==> src/rtl/seq_lock_pkg.sv <==
package seq_lock_pkg;

  localparam int BTN_W = 3;

  typedef enum logic [1:0] {
    LOCK_IDLE   = 2'b00,
    LOCK_FIRST  = 2'b01,
    LOCK_SECOND = 2'b10
  } lockState_e;

  // Button classification handed from datapath to control
  typedef struct packed {
    logic none;
    logic hit1;
    logic hit2;
    logic hit3;
    logic bad;
  } btnClass_t;

  // Strobes handed from control to datapath
  typedef struct packed {
    logic armed;
  } ctrlStrobe_t;

endpackage

==> src/rtl/seq_lock_dp.sv <==
module seq_lock_dp
  import seq_lock_pkg::*;
(
  input  logic             clk,
  input  logic             rst,
  input  logic [BTN_W-1:0] buttons,
  input  ctrlStrobe_t      ctrlStb,
  output btnClass_t        btnCls,
  output logic             unlock
);

  logic [$clog2(BTN_W+1)-1:0] pressCount;

  always_comb begin
    pressCount  = $bits(pressCount)'($countones(buttons));
    btnCls.none = (pressCount == 0);
    btnCls.bad  = (pressCount > 1);
    btnCls.hit1 = (pressCount == 1) && buttons[0];
    btnCls.hit2 = (pressCount == 1) && buttons[1];
    btnCls.hit3 = (pressCount == 1) && buttons[2];
  end

  assign unlock = ctrlStb.armed && btnCls.hit1 && !rst;


  unlock_exact_btn_chk: assert property (@(posedge clk)
    unlock |-> (buttons == 3'b001));


  bad_no_unlock_chk: assert property (@(posedge clk)
    ($countones(buttons) > 1) |-> !unlock);


  rst_blocks_unlock_chk: assert property (@(posedge clk)
    rst |-> !unlock);

endmodule

==> src/rtl/seq_lock_ctrl.sv <==
module seq_lock_ctrl
  import seq_lock_pkg::*;
(
  input  logic        clk,
  input  logic        rst,
  input  btnClass_t   btnCls,
  output ctrlStrobe_t ctrlStb
);

  lockState_e stateQ, stateD;

  always_comb begin
    case (stateQ)
      LOCK_IDLE:   stateD = btnCls.hit3 ? LOCK_FIRST : LOCK_IDLE;
      LOCK_FIRST: begin
        if (btnCls.hit2)                    stateD = LOCK_SECOND;
        else if (btnCls.none || btnCls.hit3) stateD = LOCK_FIRST;
        else                                stateD = LOCK_IDLE;
      end
      LOCK_SECOND: stateD = btnCls.none ? LOCK_SECOND : LOCK_IDLE;
      default:     stateD = LOCK_IDLE;
    endcase
  end

  always_ff @(posedge clk) begin
    if (rst) stateQ <= LOCK_IDLE;
    else     stateQ <= stateD;
  end

  assign ctrlStb.armed = (stateQ == LOCK_SECOND);


  reset_to_idle_chk: assert property (@(posedge clk)
    rst |=> (stateQ == LOCK_IDLE));


  idle_waits_chk: assert property (@(posedge clk) disable iff (rst)
    (stateQ == LOCK_IDLE && !btnCls.hit3) |=> (stateQ == LOCK_IDLE));


  first_keeps_chk: assert property (@(posedge clk) disable iff (rst)
    (stateQ == LOCK_FIRST && (btnCls.none || btnCls.hit3)) |=> (stateQ == LOCK_FIRST));


  second_holds_chk: assert property (@(posedge clk) disable iff (rst)
    (stateQ == LOCK_SECOND && btnCls.none) |=> (stateQ == LOCK_SECOND));


  bad_to_idle_chk: assert property (@(posedge clk) disable iff (rst)
    btnCls.bad |=> (stateQ == LOCK_IDLE));


  armed_hit_to_idle_chk: assert property (@(posedge clk) disable iff (rst)
    (ctrlStb.armed && btnCls.hit1) |=> (stateQ == LOCK_IDLE));

endmodule

==> src/rtl/seq_lock_top.sv <==
module seq_lock_top
  import seq_lock_pkg::*;
(
  input  logic             clk,
  input  logic             rst,
  input  logic [BTN_W-1:0] buttons,
  output logic             unlock
);

  btnClass_t   btnCls;
  ctrlStrobe_t ctrlStb;

  seq_lock_dp dp_i (
    .clk     (clk),
    .rst     (rst),
    .buttons (buttons),
    .ctrlStb (ctrlStb),
    .btnCls  (btnCls),
    .unlock  (unlock)
  );

  seq_lock_ctrl ctrl_i (
    .clk     (clk),
    .rst     (rst),
    .btnCls  (btnCls),
    .ctrlStb (ctrlStb)
  );

endmodule

==> config.mk <==
export PLATFORM = sky130hd
export DESIGN_NAME = seq_lock_top
export DESIGN_NICKNAME = d
export VERILOG_FILES = /design/src/rtl/seq_lock_pkg.sv /design/src/rtl/seq_lock_dp.sv /design/src/rtl/seq_lock_ctrl.sv /design/src/rtl/seq_lock_top.sv
export SDC_FILE = /design/constraint.sdc
export NUM_CORES = 1
export LEC_CHECK = 0
export CORE_AREA = 2 2 39 41
export DETAILED_ROUTE_END_ITERATION = 8
export DIE_AREA = 0 0 41 43
export GPL_TIMING_DRIVEN = 0
export HOLD_SLACK_MARGIN = 0.15
export SYNTH_ARGS = -nofsm -noshare
export SYNTH_HDL_FRONTEND = slang
export SYNTH_HIERARCHICAL = 1
export SYNTH_SLANG_ARGS = --single-unit
==> constraint.sdc <==
create_clock -name clk -period 1.5 [get_ports clk]
set_input_delay 0.15 -clock clk [delete_from_list [all_inputs] [get_ports clk]]
set_output_delay 0.15 -clock clk [all_outputs]
set_load 0.02 [all_outputs]
==> results.json <==
{
  "antenna_found_initial": 0,
  "core_area_um2": 1380,
  "start_kind": "primary input",
  "worstMarginPinSlew_ns": 0.328,
  "path_depth": 5,
  "grt_max_degree": 6,
  "path_class": "in -> out",
  "largest_reg_flops": 2,
  "drc": 0,
  "power_density_nw_per_um2": 886,
  "cts-buffers-inserted": 3,
  "worst_slack_ns": 0.0963,
  "drive_gt1_frac": 0.500,
  "die_area_um2": 1760,
  "slew_headroom": 0.780,
  "cts_buffer_depth": 2,
  "htreeDepth": 1,
  "syn_area_per_cell_um2": 8.62,
  "grt_usage": 0.0501,
  "skew_ns": 0.00543,
  "grt-ovfl-total": 0,
  "port_buffers": 5,
  "status": "complete, no violations",
  "cts_root_buf": "clkbuf_4",
  "cts_tree": "yes",
  "initial_core_util": 0.112,
  "first_pass_iters": 4,
  "critical_path_required_ns": 1.35,
  "reg2reg_to": "ctrl_i/stateQ[0]",
  "final_nets": 34,
  "dp_slack_ns": -0.734,
  "rsz0062_at_grt": "false",
  "n_fill_cell": 154,
  "numClockSinks": 2,
  "r2r_start": "ctrl_i/stateQ[0]",
  "wl_met1_um": 107,
  "crit_chain": "dlygate4sd2_1 > inv_2 > fa_2 > nor4_2 > buf_2",
  "r2r_slack_ns": 0.70,
  "slew_viol_final": 0,
  "wl_met2_um": 196,
  "n_antenna_cell": 0,
  "clk_latency_ns": 0.23,
  "max-vdd-ir-drop_v": 0.000168,
  "die_w_um": 41,
  "fin_area_um2": 246,
  "gp_congestion": 0.540,
  "largest-register": "ctrl_i/stateQ",
  "dpl_cell_area_um2": 225,
  "drt-initial-drc-count": 3,
  "cts_hold_buf": 0,
  "period_share": 0.936,
  "crit_start": "buttons[1]",
  "std_cell_rows": 14,
  "cp_slowest_cell": "fa_2",
  "tns_ns": 0,
  "top_regs": "ctrl_i/stateQ (2)",
  "crit_path_max_fanout": 4,
  "cp-end-kind": "output port",
  "yosysWarnings": 6,
  "reg2reg_depth": 2,
  "max_cap_viol_count": 0,
  "cpPeakStageDelay_ns": 0.47,
  "via_per_inst": 3.62,
  "synthCells": 18,
  "synthesis.nets": 24,
  "fp.dieH_um": 43,
  "hold_class": "reg -> reg",
  "ant_nets": 0,
  "finish.utilization": 0.178,
  "clk_pin_slew_ns": 0.03,
  "syn_area_um2": 155,
  "grt_pass1_wl_um": 496,
  "cp_num_buf_inv": 3,
  "setup_viol": 0,
  "period_minus_slack_ns": 1.40,
  "top_layer": "met3",
  "cp-endpoint": "unlock",
  "arrival_ns": 1.25,
  "met3_length_um": 28,
  "vias": 152,
  "cellLeakagePower_nw": 0.0956,
  "crit_family": "buffers and inverters",
  "wire_per_inst_um": 7.90,
  "area_growth_syn_to_layout_pct": 58.9,
  "grt_pass1_vias": 153,
  "num_io_pins": 6,
  "wirelength_um": 332,
  "hold_viol_final": 0,
  "fmax_mhz": 712
}
-- area by class of cell --
type | instances | area, um2 | share of cell area
flip-flops and latches | 2 | 40.0 | 0.162
well taps | 16 | 20.0 | 0.0812
multi-input cells | 12 | 108 | 0.437
clock buffers | 3 | 22.5 | 0.0914
repair buffers | 5 | 41.3 | 0.168
inverters | 4 | 15.0 | 0.0609
-- metal layers --
| layer | GRT usage | vias up |
|---|---|---|
| met1 | 0.0319 | 71 |
| met3 | 0.0314 | 0 |
| met2 | 0.0688 | 3 |
| li1 | - | 78 |
| met4 | 0.0800 | 0 |
| met5 | 0 | - |
-- worst reg2reg max path: stages (launching register included) --
cell,delay [ns]
dfxtp_1,0.38
a21oi_1,0.10
a2111oi_2,0.21
-- where the power goes --
group,internal [mW],switching (mW)
registers,0.0553,0.00189
clock network,0.0885,0.0335
logic,0.0197,0.0196
total,0.163,0.0550
-- per-stage QoR --
step           hold WS, ns  power [mW]  cells
3_5_place_dp         0.462      0.0958     39
6_report             0.475       0.218     42
4_1_cts              0.481       0.224     42
5_1_grt              0.507       0.235     42
2_1_floorplan        0.219      0.0808     18
3_3_place_gp         0.450      0.0943     39
-- repair_timing --
action | CTS | global route
endpoints found under the setup margin | 3 | 0
resized for setup | 13 | 0
setup buffers | 0 | 0
-- layout by cell type, fill, tap and decap left out --
cell	n
a2111oi_2	1
a21oi_1	2
and2_2	1
and2b_2	1
buf_2	1
clkbuf_4	3
clkdlybuf4s50_1	1
dfxtp_1	2
dlygate4sd2_1	3
fa_2	1
inv_2	4
nand2b_1	1
nand3b_1	2
nor3_1	2
nor4_2	1
-- worst min path at each step --
stage,start,endpoint,slack [ns],cells past startpoint
4_1_cts,ctrl_i/stateQ[1],ctrl_i/stateQ[0],0.48,1
3_3_place_gp,ctrl_i/stateQ[1],ctrl_i/stateQ[0],0.45,1
2_1_floorplan,rst,ctrl_i/stateQ[1],0.22,1
3_5_place_dp,ctrl_i/stateQ[1],ctrl_i/stateQ[0],0.46,1
6_report,ctrl_i/stateQ[1],ctrl_i/stateQ[0],0.47,1
5_1_grt,buttons[1],ctrl_i/stateQ[1],0.51,5
No activity file was read; power rests on OpenSTA's default activity.
